===== src/rtl/irqa_pkg.sv =====
package irqa_pkg;
   localparam int N_CLASS = 2;
   localparam int ADDR_W  = 3;

   typedef enum logic [1:0] {
      SEL_EN_SET = 2'd0,
      SEL_EN_CLR = 2'd1,
      SEL_RAW    = 2'd2,
      SEL_MASKED = 2'd3
   } irqa_sel_e;
endpackage


===== src/rtl/irqa_decode.sv =====
module irqa_decode
   import irqa_pkg::*;
(
   input  logic                bus_valid,
   input  logic                bus_write,
   input  logic [ADDR_W-1:0]   bus_addr,
   output logic [N_CLASS-1:0]  set_we,
   output logic [N_CLASS-1:0]  clr_we,
   output logic                illegal_wr,
   output logic                rd_req,
   output logic                rd_class,
   output irqa_sel_e           rd_sel
);
   irqa_sel_e sel;
   logic      cls;
   logic      wr_req;

   assign sel    = irqa_sel_e'(bus_addr[1:0]);
   assign cls    = bus_addr[2];
   assign wr_req = bus_valid &&  bus_write;
   assign rd_req = bus_valid && !bus_write;

   generate
      for (genvar c = 0; c < N_CLASS; c++) begin : g_cls
         assign set_we[c] = wr_req && (cls == 1'(c)) && (sel == SEL_EN_SET);
         assign clr_we[c] = wr_req && (cls == 1'(c)) && (sel == SEL_EN_CLR);
      end
   endgenerate

   assign illegal_wr = wr_req && ((sel == SEL_RAW) || (sel == SEL_MASKED));
   assign rd_class   = cls;
   assign rd_sel     = sel;
endmodule


===== src/rtl/irqa_mask_bank.sv =====
module irqa_mask_bank #(
   parameter int SRC_W      = 32,
   parameter bit OUTPUT_REG = 1'b1
) (
   input  logic             clk,
   input  logic             rst_n,
   input  logic             set_we,
   input  logic             clr_we,
   input  logic [SRC_W-1:0] wdata,
   input  logic [SRC_W-1:0] src,
   output logic [SRC_W-1:0] en_q,
   output logic [SRC_W-1:0] masked,
   output logic             irq
);
   logic [SRC_W-1:0] en_d;

   always_comb begin
      en_d = en_q;
      if (set_we) en_d = en_d | wdata;
      if (clr_we) en_d = en_d & ~wdata;
   end

   always_ff @(posedge clk or negedge rst_n) begin
      if (!rst_n) en_q <= '0;
      else        en_q <= en_d;
   end

   assign masked = src & en_q;

   generate
      if (OUTPUT_REG) begin : g_reg_out
         logic irq_q;
         // the next mask feeds the flop so a mask write acts on its own edge
         always_ff @(posedge clk or negedge rst_n) begin
            if (!rst_n) irq_q <= 1'b0;
            else        irq_q <= |(src & en_d);
         end
         assign irq = irq_q;
      end else begin : g_comb_out
         assign irq = |masked;
      end
   endgenerate
endmodule


===== src/rtl/irqa_readmux.sv =====
module irqa_readmux
   import irqa_pkg::*;
#(
   parameter int SRC_W = 32
) (
   input  logic                            clk,
   input  logic                            rst_n,
   input  logic                            rd_req,
   input  logic                            rd_class,
   input  irqa_sel_e                       rd_sel,
   input  logic [N_CLASS-1:0][SRC_W-1:0]   src_all,
   input  logic [N_CLASS-1:0][SRC_W-1:0]   en_all,
   input  logic [N_CLASS-1:0][SRC_W-1:0]   masked_all,
   output logic [SRC_W-1:0]                rdata,
   output logic                            rvalid,
   output logic                            rerr
);
   logic [SRC_W-1:0] rd_val;
   logic             rd_bad;

   always_comb begin
      rd_val = '0;
      rd_bad = 1'b0;
      unique case (rd_sel)
         SEL_EN_SET, SEL_EN_CLR: begin
            rd_val = en_all[rd_class];
            rd_bad = 1'b1;
         end
         SEL_RAW:    rd_val = src_all[rd_class];
         SEL_MASKED: rd_val = masked_all[rd_class];
         default:    rd_val = '0;
      endcase
   end

   always_ff @(posedge clk or negedge rst_n) begin
      if (!rst_n) begin
         rdata  <= '0;
         rvalid <= 1'b0;
         rerr   <= 1'b0;
      end else begin
         rvalid <= rd_req;
         rerr   <= rd_req && rd_bad;
         if (rd_req) rdata <= rd_val;
      end
   end
endmodule


===== src/rtl/irqa_top.sv =====
module irqa_top
   import irqa_pkg::*;
#(
   parameter int SRC_W      = 32,
   parameter bit OUTPUT_REG = 1'b1
) (
   input  logic              clk,
   input  logic              rst_n,
   input  logic [SRC_W-1:0]  src_norm_i,
   input  logic [SRC_W-1:0]  src_fast_i,
   input  logic              bus_valid_i,
   input  logic              bus_write_i,
   input  logic [ADDR_W-1:0] bus_addr_i,
   input  logic [SRC_W-1:0]  bus_wdata_i,
   output logic [SRC_W-1:0]  bus_rdata_o,
   output logic              bus_rvalid_o,
   output logic              bus_rerr_o,
   output logic              err_sticky_o,
   output logic              irq_norm_o,
   output logic              irq_fast_o
);
   generate
      if (SRC_W < 1 || SRC_W > 64) begin : g_bad_width
         $error("irqa_top: SRC_W must lie in 1..64");
      end
   endgenerate

   logic [N_CLASS-1:0][SRC_W-1:0] src_all;
   logic [N_CLASS-1:0][SRC_W-1:0] en_all;
   logic [N_CLASS-1:0][SRC_W-1:0] masked_all;
   logic [N_CLASS-1:0]            irq_all;
   logic [N_CLASS-1:0]            set_we;
   logic [N_CLASS-1:0]            clr_we;
   logic                          illegal_wr;
   logic                          rd_req;
   logic                          rd_class;
   irqa_sel_e                     rd_sel;
   logic                          err_q;

   assign src_all[0] = src_norm_i;
   assign src_all[1] = src_fast_i;

   irqa_decode u_dec (
      .bus_valid  (bus_valid_i),
      .bus_write  (bus_write_i),
      .bus_addr   (bus_addr_i),
      .set_we     (set_we),
      .clr_we     (clr_we),
      .illegal_wr (illegal_wr),
      .rd_req     (rd_req),
      .rd_class   (rd_class),
      .rd_sel     (rd_sel)
   );

   generate
      for (genvar c = 0; c < N_CLASS; c++) begin : g_bank
         irqa_mask_bank #(.SRC_W(SRC_W), .OUTPUT_REG(OUTPUT_REG)) u_bank (
            .clk    (clk),
            .rst_n  (rst_n),
            .set_we (set_we[c]),
            .clr_we (clr_we[c]),
            .wdata  (bus_wdata_i),
            .src    (src_all[c]),
            .en_q   (en_all[c]),
            .masked (masked_all[c]),
            .irq    (irq_all[c])
         );
      end
   endgenerate

   irqa_readmux #(.SRC_W(SRC_W)) u_rd (
      .clk        (clk),
      .rst_n      (rst_n),
      .rd_req     (rd_req),
      .rd_class   (rd_class),
      .rd_sel     (rd_sel),
      .src_all    (src_all),
      .en_all     (en_all),
      .masked_all (masked_all),
      .rdata      (bus_rdata_o),
      .rvalid     (bus_rvalid_o),
      .rerr       (bus_rerr_o)
   );

   always_ff @(posedge clk or negedge rst_n) begin
      if (!rst_n) err_q <= 1'b0;
      else        err_q <= err_q | illegal_wr;
   end

   assign err_sticky_o = err_q;
   assign irq_norm_o   = irq_all[0];
   assign irq_fast_o   = irq_all[1];
endmodule


===== config.mk =====
export PLATFORM = sky130hd
export DESIGN_NAME = irqa_top
export DESIGN_NICKNAME = d
export VERILOG_FILES = /design/src/rtl/irqa_pkg.sv /design/src/rtl/irqa_decode.sv /design/src/rtl/irqa_mask_bank.sv /design/src/rtl/irqa_readmux.sv /design/src/rtl/irqa_top.sv
export SDC_FILE = /design/constraint.sdc
export NUM_CORES = 1
export LEC_CHECK = 0
export ABC_CLOCK_PERIOD_IN_PS = 3290
export BUFFER_PORTS_ARGS = -buffer_cell sky130_fd_sc_hd__buf_2
export CAP_MARGIN = 20
export CORE_MARGIN = 1
export CORE_UTILIZATION = 43
export DETAILED_ROUTE_END_ITERATION = 8
export HOLD_SLACK_MARGIN = 0.03
export MAX_ROUTING_LAYER = met4
export PLACE_DENSITY = 0.68
export REMOVE_ABC_BUFFERS = 1
export SLEW_MARGIN = 5
export SYNTH_ARGS = -nofsm -noshare
export SYNTH_HDL_FRONTEND = slang
export SYNTH_SLANG_ARGS = --single-unit

===== constraint.sdc =====
create_clock -name clk -period 3.29 [get_ports clk]
set_clock_uncertainty 0.2 [all_clocks]
set_input_delay 0.1645 -clock clk [delete_from_list [all_inputs] [get_ports clk]]
set_output_delay 0.1645 -clock clk [all_outputs]
set_load 0.03 [all_outputs]

==> results of run 1 <==
[worst register-to-register path: cells and delay by family (launching register included)]
kind                   cells  cell delay (ns)
flip-flops                 1             0.38
AND/OR/NAND/NOR            2             0.63
AO/OA/AOI/OAI              3             0.53
buffers and inverters      1             0.57
[per-layer routing]
layer | routed length [um] | up-vias
li1 | - | 2434
met1 | 7050 | 2638
met2 | 7990 | 269
met3 | 1110 | 31
met4 | 424 | 0
met5 | 0 | -
[sequential cells by signal, summed over array words and instances, names as in the netlist]
register,flops
err_sticky_o,1
u_rd.rerr,1
g_bank.u_bank.en_q,64
u_rd.rdata,32
g_bank.u_bank.irq,2
u_rd.rvalid,1
[cells in the final DEF, fill, tap and decap left out, drive strengths merged, types with 10 or more instances in the layout]
cell type    instances
nor2                10
a31oi               48
a211oi              15
a21oi               89
dfrtp              101
o22ai               33
a22oi               20
o211ai              32
o221ai              32
o21a                32
dlygate4sd3         50
buf                153
o21ai               16
clkbuf              10
[cell usage after synthesis, drive strengths merged, types with 7 or more instances]
master,count
o21a,32
o211ai,32
nor2,10
a31oi,48
dfrtp,101
a21oi,89
buf,18
o221ai,32
a211oi,15
inv,7
o21ai,16
clkbuf,35
o22ai,33
a22oi,20
[stage by stage]
step	util [%]	instance area [sq um]
floorplan	-	4890
global route	58.1	6690
detailed placement	51.3	5910
finish	58.1	6690
global placement	51.3	5910
CTS	58.1	6690
[power breakdown]
group	total, W	internal (W)	switching [W]
clock	0.00101	0.000531	0.000479
combinational	0.00103	0.000425	0.000603
sequential	0.00164	0.00149	0.000155
total	0.00368	0.00244	0.00124
[final cells by class]
type,instances,share of cell area [%]
multi-input combinational,360,35.3
tap,143,2.67
sequential,101,37.8
clock inverter,6,0.580
clock buffer,10,3.57
timing repair buffer,203,19.7
inverter,7,0.393
[what timing repair did]
item	4_1_cts	5_1_grt
hold buffers	50	0
hold endpoints to repair	122	0
gates resized for setup	0	2
setup endpoints to repair	0	1
[logic make-up after synthesis]
logic type,after synthesis,share of synthesized area (%)
DFF,101,49.3
buffers and inverters,60,5.08
and+or+nand+nor,33,3.86
AOI/OAI and AO/OA,327,41.8
[worst paths after layout]
path | from | end | slack (ns) | depth (start not counted)
hold / removal | src_norm_i[20] | g_bank[0].u_bank.irq | 0.04 | 4
min in group asynchronous | rst_n | u_rd.rdata[18] | 0.22 | 2
hold reg to reg | u_rd.rdata[11] | u_rd.rdata[11] | 0.29 | 1
setup reg to reg | g_bank[1].u_bank.en_q[27] | g_bank[1].u_bank.irq | 0.87 | 6
setup / recovery | bus_addr_i[1] | g_bank[1].u_bank.irq | 0.1 | 10
max in group asynchronous | rst_n | g_bank[0].u_bank.en_q[2] | 1.96 | 3
==> reports/summary.txt, run 1 <==
Placed cell count - 764
Worst setup EP type - flip-flop
Setup slack after layout - 0.0959 ns
Synth warnings - 0
DRC violations left - 16
Num CTS Buffers - 9
Minimum clock period - 3.19 ns
Fin cells - 830
Final hold vios - 0
# IOs - 140
Synth top area share - 49.3%
Met2 Usage GRT - 43.7%
Nets - 785
Vias/cell - 6.47
Routability Congestion - 0.869
Sequential area share after synthesis - 49.3%
Crit path max-delay cell type - dlygate4sd3_1
Clock buffer depth - 2
Worst slack, placed - 0.499 ns
Total power - 0.00368 W
Worst hold slack - 0.0418 ns
Avg Cell Area, Syn - 9.84 sq um
CP peak stage delay - 0.57 ns
Chip Height - 111 um
RSZ-0062 raised after global routing - no
Root buffer cell - clkbuf_16
Htree depth - 3
DR WL/cell - 20.0 um
Critical path's top delay family - buffers and inverters
Synthesized flop and latch total - 101
Total negative slack - 0 ns
Crit path cell chain - dlygate4sd3_1 -> buf_2 -> and3b_2 -> and2_1 -> buf_4 -> a21oi_1 -> a22oi_1 -> nand4_1 -> dlygate4sd3_1 -> or4_1
Total wire length - 16,600 um
LEAKAGE - 2.77 nW
Setup Crit Path Kind - in -> reg
Cell area after synthesis - 5130 sq um
Max-Cap Viols - 0
Initial antenna violation count - 0
Area of the multi-input gates - 2360 sq um
Crit path buffers/inverters - 4
Clock Sinks - 101
Outcome - complete, but fails checks
Row cnt - 39
Synth Flop Type - dfrtp_1
GR Layer Usage met1 - 36.9%
Asr flop ratio synth - 100%
DPL Wire Length - 11,100 um
Final period utilization - 97.1%
Antenna diode count - 0
Critical path data required time - 3.31 ns
IO Port Bufs - 139
Crit path max fanout - 18
Gr usage total - 27.8%
Vias after detailed routing - 5,372
Overflow after GRT - 0
Pin count of the biggest net entering global routing - 67
Achievable Freq - 313 MHz
Worst-margin pin slew - 0.752 ns
Antenna-violating nets left - 0
Core area - 11,500 sq um
Register area - 2530 sq um
First-pass GRT wire length - 26,500 um
Chip width - 111 um
Pwr dens - 550 nW/um^2
Top cells by area, synth - dfrtp_1 49%, a21oi_1 8.7%, a31oi_1 5.9%
Final setup viols - 0
Cells after Synth - 521
WP data arrival - 3.21 ns
Max Slew Vio Count - 0
Starting DRT DRC Count - 475
Clk Latency, worst-skew pair - 0.35 ns
Die ar. - 12,400 sq um
Post-CTS Setup Bufs - 0
Starting density of the core - 44.5%
Share of layout cells above drive strength 1 - 26.1%
Worst hold path type - in -> reg
Most frequent cell on the critical path - dlygate4sd3_1
Layout Area Growth over Synthesis - 30.5%
Peak VDD IR - 283 uV
Vias in the first global route - 5,040
Crit start category - primary input
Busiest grt layer - met2
Failing checks - DRC
Clk slew on worst S/H paths - 0.07 ns
Total iterations of the first detailed-routing run - 7
Yosys cell types - 35
Met3 Track Usage GR - 2.90%
Max transition margin - 49.9%
Leading area contributor after synthesis - dfrtp_1
Filler instances - 1,001
EDFF count, synth - 0
TritonCTS clock tree - yes
Power figures use the tool's default switching activity.
==> run 2, diff against run 1 <==
--- a/config.mk
+++ b/config.mk
@@ -5,7 +5,6 @@
 export SDC_FILE = /design/constraint.sdc
 export NUM_CORES = 1
 export LEC_CHECK = 0
-export ABC_CLOCK_PERIOD_IN_PS = 3290
 export BUFFER_PORTS_ARGS = -buffer_cell sky130_fd_sc_hd__buf_2
 export CAP_MARGIN = 20
 export CORE_MARGIN = 1
@@ -13,7 +12,7 @@
 export DETAILED_ROUTE_END_ITERATION = 8
 export HOLD_SLACK_MARGIN = 0.03
 export MAX_ROUTING_LAYER = met4
-export PLACE_DENSITY = 0.68
+export PLACE_DENSITY = 0.73
 export REMOVE_ABC_BUFFERS = 1
 export SLEW_MARGIN = 5
 export SYNTH_ARGS = -nofsm -noshare
==> constraint.sdc (replaced) <==
create_clock -name clk -period 3 [get_ports clk]
set_clock_uncertainty 0.2 [all_clocks]
set_input_delay 0.15 -clock clk [delete_from_list [all_inputs] [get_ports clk]]
set_output_delay 0.15 -clock clk [all_outputs]
set_load 0.03 [all_outputs]
==> run 2 against run 1 <==
Effect of this change: the run still ends with DRC left; die area stayed put; non-clock buffer count up 10; critical path type unchanged; final cell count rose by 1.2%; worst hold slack got worse by 0.0095 ns; register-to-register slack got worse by 0.16 ns; critical path depth shrank 1; clock power rose by 26%; routed wire length is 5.6% higher; first-iteration DRC count is 32% higher; via count increased by 2.3%.
==> reports/summary.txt, run 2 (synthesized netlist as in run 1, its figures left out) <==
Outcome - complete, but fails checks
Failing checks - DRC
Vias in the first global route - 5,158 (+2.3%)
RSZ-0062 raised after global routing - no
RR Startpoint - g_bank[0].u_bank.en_q[16]
Worst setup EP type - flip-flop
Hold endpoint - g_bank[1].u_bank.irq
Htree depth - 3 (unchanged)
Vias/cell - 6.54 (+1.1%)
Max FFs per register - 64 (unchanged)
Most frequent cell on the critical path - dlygate4sd3_1
Die ar. - 12,400 sq um (unchanged)
# IOs - 140 (unchanged)
LEAKAGE - 2.84 nW (+2.5%)
Chip width - 111 um (unchanged)
Most frequent cells in the layout - 138 x buf_2, 101 x dfrtp_1, 88 x a21oi_1
First-pass GRT wire length - 27,600 um (+4.4%)
Gr usage total - 29.1% (+1.3 points)
Min-delay src - src_fast_i[4]
Clk Latency, worst-skew pair - 0.35 ns (about the same)
Crit path buffers/inverters - 3 (-1)
Root buffer cell - clkbuf_16
Vias after detailed routing - 5,497 (+2.3%)
Final period utilization - 96.5%
Total wire length - 17,500 um (+5.6%)
Final hold vios - 0 (unchanged)
TritonCTS clock tree - yes
Filler instances - 1,021 (+2.0%)
Share of layout cells above drive strength 1 - 25.8% (-0.23 points)
Chip Height - 111 um (unchanged)
Layout Area Growth over Synthesis - 34.0%
Pwr dens - 615 nW/um^2 (+12%)
Worst hold path type - in -> reg
Post-CTS Setup Bufs - 0 (unchanged)
Final setup viols - 0 (unchanged)
Starting density of the core - 44.5% (unchanged)
Worst hold slack - 0.0322 ns (-0.00952 ns)
Reg2Reg Depth - 6 (unchanged)
Crit path max-delay cell type - dlygate4sd3_1
Achievable Freq - 346 MHz
Max Slew Vio Count - 0 (unchanged)
Antenna diode count - 0 (unchanged)
Num CTS Buffers - 9 (unchanged)
Initial antenna violation count - 0 (unchanged)
Register area - 2530 sq um (unchanged)
WHS Path Cells - 4 (unchanged)
Routability Congestion - 0.868 (-0.17%)
Beginning of the critical path - bus_addr_i[1]
Clock buffer depth - 2 (unchanged)
Starting DRT DRC Count - 626 (+32%)
Critical path's top delay family - buffers and inverters
Crit start category - primary input
Worst R2R Setup Slack - 0.71 ns (-0.16 ns)
Antenna-violating nets left - 0 (unchanged)
Crit path max fanout - 23 (+5)
Clk slew on worst S/H paths - 0.07 ns (about the same)
Core area - 11,500 sq um (unchanged)
Total iterations of the first detailed-routing run - 7 (unchanged)
DPL Wire Length - 11,200 um (+0.89%)
Crit Reg-Reg Endpoint - g_bank[0].u_bank.irq
Top reg by flops - g_bank.u_bank.en_q
Worst-margin pin slew - 0.751 ns (-0.000621 ns)
Total power - 0.00422 W (+15%)
Crit path cell chain - dlygate4sd3_1 -> buf_2 -> and3b_2 -> and2_4 -> a21oi_2 -> a22oi_1 -> dlygate4sd3_1 -> nand3_1 -> or4_1
Clock Sinks - 101 (unchanged)
Setup Crit Path Kind - in -> reg
Most common cell after layout, fill and taps aside - buf_2
CP peak stage delay - 0.58 ns (about the same)
Row cnt - 39 (unchanged)
Overflow after GRT - 0 (unchanged)
Nets - 795 (+1.3%)
Peak VDD IR - 353 uV (+25%)
Minimum clock period - 2.89 ns
Max-Cap Viols - 0 (unchanged)
WP data arrival - 2.91 ns (-0.30 ns)
Area of the multi-input gates - 2370 sq um (+0.16%)
IO Port Bufs - 139 (unchanged)
DR WL/cell - 20.8 um (+4.3%)
DRC violations left - 20 (+4)
Critical path data required time - 3.01 ns (-0.30 ns)
Max transition margin - 49.9% (about the same)
Pin count of the biggest net entering global routing - 66 (-1.5%)
-- run 2: timing repair --
item                       in CTS  in global routing
hold endpoints to repair      118                  0
hold buffers                   58                  0
setup endpoints to repair       0                  2
gates resized for setup         0                  3
-- run 2: area by class of cell --
type                    instances  share of cell area [%]
clock buffers                  11                    3.39
clock inverters                 5                    1.24
inverters                       7                   0.382
multi-input cells             360                    34.5
flip-flops and latches        101                    36.8
well taps                     143                    2.60
repair buffers                213                    21.2
-- run 2: per-stage QoR --
| step | instances | utilization, % | TNS, ns | cell area (sq um) | worst slack (ns) |
|---|---|---|---|---|---|
| 2_1_floorplan | 468 | - | -25.70 | 4890 | -0.795 |
| 5_1_grt | 840 | 59.7 | 0 | 6870 | 0.0176 |
| 4_1_cts | 839 | 59.4 | 0 | 6840 | 0.101 |
| 6_report | 840 | 59.7 | 0 | 6870 | 0.106 |
| 3_3_place_gp | 765 | 51.6 | 0 | 5940 | 0.336 |
| 3_5_place_dp | 765 | 51.6 | 0 | 5940 | 0.269 |
-- run 2: worst max path at each step --
stage                                end  depth (start not counted)
floorplan                  u_rd.rdata[0]                          5
global placement    g_bank[1].u_bank.irq                          8
finish              g_bank[0].u_bank.irq                          9
detailed placement  g_bank[1].u_bank.irq                          8
global route        g_bank[0].u_bank.irq                          9
CTS                 g_bank[1].u_bank.irq                         10
-- run 2: worst register-to-register path, delay by kind of cell (launching register included) --
family | cells | cell delay, ns
flops | 1 | 0.41
simple gates | 2 | 0.99
compound gates | 4 | 0.56
-- run 2: metal layers --
| layer | wire length (um) | vias to the layer above | GRT usage, % |
|---|---|---|---|
| met5 | 0 | - | - |
| met4 | 580 | 0 | 13.3 |
| met3 | 1430 | 51 | 4.59 |
| met2 | 8130 | 359 | 43.5 |
| met1 | 7360 | 2632 | 39.0 |
| li1 | - | 2455 | - |
-- run 2: report_power, final --
part	switching, W	internal [W]	leakage [nW]
combinational	0.000672	0.000470	1.48
clock	0.000535	0.000736	0.150
sequential	0.000181	0.00163	1.21
total	0.00139	0.00284	2.84
==> run 3, diff against run 2 <==
--- a/config.mk
+++ b/config.mk
@@ -5,14 +5,14 @@
 export SDC_FILE = /design/constraint.sdc
 export NUM_CORES = 1
 export LEC_CHECK = 0
+export ABC_AREA = 1
 export BUFFER_PORTS_ARGS = -buffer_cell sky130_fd_sc_hd__buf_2
 export CAP_MARGIN = 20
 export CORE_MARGIN = 1
 export CORE_UTILIZATION = 43
 export DETAILED_ROUTE_END_ITERATION = 8
 export HOLD_SLACK_MARGIN = 0.03
-export MAX_ROUTING_LAYER = met4
-export PLACE_DENSITY = 0.73
+export PLACE_DENSITY = 0.71
 export REMOVE_ABC_BUFFERS = 1
 export SLEW_MARGIN = 5
 export SYNTH_ARGS = -nofsm -noshare
==> run 3 against run 2 <==
Effect of this change: the flow now finishes without violations; final area rose by 9.8%; clock-buffer cell count rose by 2; non-clock buffer count fell by 11; via count rose by 7.6%; power fell by 0.79%; die area rose by 14%; critical path depth rose by 4; sequential power barely moved; area after synthesis rose by 14%; largest cell class is now multi-input combinational cells; sequential cell count did not move; synthesized cell count rose by 47%.
==> reports/summary.txt, run 3 <==
Total iterations of the first detailed-routing run - 5 (-2)
Sequential area share after synthesis - 43.1% (-6.2 points)
Sw power - 0.00136 W (-1.9%)
IO Port Bufs - 139 (unchanged)
Beginning of the critical path - bus_addr_i[1]
DR WL/cell - 15.6 um (-25%)
Htree depth - 3 (unchanged)
# IOs - 140 (unchanged)
Vias/cell - 5.30 (-19%)
Root buffer cell - clkbuf_16
Routability Congestion - 0.834 (-3.9%)
Clk Latency, worst-skew pair - 0.35 ns (about the same)
Total wire length - 17,400 um (-0.46%)
Synth top cells by count - 174 x nand3_1, 156 x nand2_1, 101 x dfrtp_1, 97 x inv_1
Avg Cell Area, Syn - 7.63 sq um (-22%)
Max Slew Vio Count - 0 (unchanged)
Most common cell after layout, fill and taps aside - nand3_1
RSZ-0062 raised after global routing - no
Sw Ratio - 32.5% (-0.37 points)
Starting DRT DRC Count - 522 (-17%)
Most frequent cells in the layout - 174 x nand3_1, 156 x nand2_1, 138 x buf_2
Top reg by flops - g_bank.u_bank.en_q
Leading area contributor after synthesis - dfrtp_1
Final hold vios - 0 (unchanged)
Yosys cell types - 19 (-46%)
LEAKAGE - 3.49 nW (+23%)
Num CTS Buffers - 9 (unchanged)
Max-Cap Viols - 0 (unchanged)
Overflow after GRT - 0 (unchanged)
Clock share of power - 29.4% (-0.7 points)
Share of layout cells above drive strength 1 - 19.1% (-6.7 points)
Combinational Power Share - 28.3% (+1.3 points)
Max transition margin - 49.0% (-0.93 points)
First-pass GRT wire length - 28,900 um (+4.8%)
Synth Flop Type - dfrtp_1
Util after Layout - 57.0% (-2.7 points)
Worst setup endpoint - g_bank[1].u_bank.irq
Synth warnings - 0 (unchanged)
Crit Reg-Reg Endpoint - g_bank[1].u_bank.irq
Starting density of the core - 44.2% (-0.28 points)
Int Power - 0.00283 W (-0.24%)
Final period utilization - 84.0% (-12 points)
Die ar. - 14,100 sq um (+14%)
Chip width - 119 um (+6.8%)
DPL Wire Length - 11,700 um (+3.8%)
Clock Sinks - 101 (unchanged)
Fin cells - 1,116 (+33%)
Final setup viols - 0 (unchanged)
RR Startpoint - g_bank[1].u_bank.en_q[24]
Worst hold path type - in -> reg
Core area - 13,200 sq um (+15%)
Pin count of the biggest net entering global routing - 66 (unchanged)
Worst hold slack - 0.0430 ns (+0.0107 ns)
Cell area after synthesis - 5860 sq um (+14%)
Synthesized flop and latch total - 101 (unchanged)
Row cnt - 42 (+7.7%)
DRC violations left - 0 (-100%)
Antenna diode count - 0 (unchanged)
Top cells by area, synth - dfrtp_1 43%, nand3_1 15%, nand2_1 10%
TritonCTS clock tree - yes
Pwr dens - 555 nW/um^2 (-9.6%)
Crit path max fanout - 22 (-4.3%)
Setup Crit Path Kind - in -> reg
Worst setup EP type - flip-flop
Nets - 1,038 (+31%)
Total power - 0.00419 W (-0.79%)
Antenna-violating nets left - 0 (unchanged)
Worst-margin pin slew - 0.765 ns (+0.0139 ns)
Vias in the first global route - 5,809 (+13%)
WP data arrival - 2.62 ns (-0.29 ns)
Vias after detailed routing - 5,917 (+7.6%)
Clock buffer depth - 2 (unchanged)
Initial antenna violation count - 0 (unchanged)
Flop pwr share - 42.4% (-0.5 points)
Cells after Synth - 768 (+47%)
Clk slew on worst S/H paths - 0.07 ns (about the same)
Outcome - completed
Post-CTS Setup Bufs - 0 (unchanged)
Worst R2R Setup Slack - 1.23 ns (+0.52 ns)
Chip Height - 119 um (+6.8%)
Placed cell count - 1,053 (+38%)
Layout Area Growth over Synthesis - 28.7%
Most numerous cell in the Yosys netlist - nand3_1
Achievable Freq - 397 MHz (+15%)
Peak VDD IR - 306 uV (-14%)
Critical path data required time - 3.10 ns (+0.09 ns)
Minimum clock period - 2.52 ns (-0.373 ns)
Asr flop ratio synth - 100% (unchanged)
Max FFs per register - 64 (unchanged)
Hold_buf cts - 47 (-19%)
Reg2Reg Depth - 9 (+3)
Post_cts resized - 0 (unchanged)
Crit start category - primary input
Total negative slack - 0 ns (unchanged)
Gr usage total - 26.0% (-3.1 points)
EDFF count, synth - 0 (unchanged)
Synth top area share - 43.1% (-6.2 points)
-- run 3: cell count changes after synthesis, sizes merged, moves of 20 or more --
cell    delta
and2      +58
o211ai    -32
a31oi     -48
a21oi     -89
nand2    +157
o22ai     -33
nand3    +171
a22oi     -20
inv       +92
o221ai    +32
o21a      -32
-- run 3: final cells by class --
type / count / area [sq um]
clock buffers: 13 / 270
clock inverters: 3 / 42.5
fillers: 1256 / 5700
inverters: 99 / 372
multi-input cells: 522 / 2760
flip-flops and latches: 101 / 2530
well taps: 176 / 220
repair buffers: 202 / 1350
-- run 3: how the worst min path moves through the flow --
stage | start | to | slack, ns | depth (start not counted)
after floorplan | rst_n | err_sticky_o | -0.35 | 0
after global placement | rst_n | u_rd.rvalid | 0.08 | 1
after detailed placement | rst_n | u_rd.rvalid | 0.07 | 1
after CTS | src_norm_i[16] | u_rd.rdata[16] | 0.03 | 5
after global routing | src_norm_i[23] | u_rd.rdata[23] | 0.06 | 5
final | src_norm_i[15] | u_rd.rdata[15] | 0.04 | 5
-- run 3: worst max-delay path, stage by stage --
cell	delay, ns
dlygate4sd3_1	0.53
buf_2	0.16
nor2_4	0.48
buf_4	0.26
nand3_1	0.08
nand2_1	0.08
nand3_1	0.07
nand2_1	0.07
nor2_1	0.04
dlygate4sd3_1	0.54
nand2_1	0.06
nor2_1	0.04
nand2_1	0.04
-- run 3: cell families after synthesis --
group	synth area share (%)
AND/OR/NAND/NOR	34.0
flip-flops	43.1
buffers and inverters	10.1
AO/OA/AOI/OAI	12.7
-- run 3: power by group through the flow --
stage          clock (W)  combinational [W]  sequential (W)
6_report         0.00123            0.00118         0.00178
5_1_grt          0.00132            0.00134         0.00181
4_1_cts          0.00126            0.00119         0.00177
3_5_place_dp           0            0.00113         0.00180
3_3_place_gp           0            0.00112         0.00179
2_1_floorplan          0           0.000606         0.00191
-- run 3: through the flow --
stage          cell area, sq um  setup slack, ns
6_report                   7540            0.479
5_1_grt                    7540            0.309
4_1_cts                    7540            0.466
3_5_place_dp               6760            0.742
3_3_place_gp               6760            0.798
2_1_floorplan              5640            0.426
-- run 3: per-layer routing --
layer | up-vias | GRT usage [%] | wire length, um
li1 | 2922 | - | -
met1 | 2702 | 36.3 | 7810
met2 | 272 | 41.3 | 7920
met3 | 21 | 3.72 | 1400
met4 | 0 | 8.70 | 296
met5 | - | 0 | 0
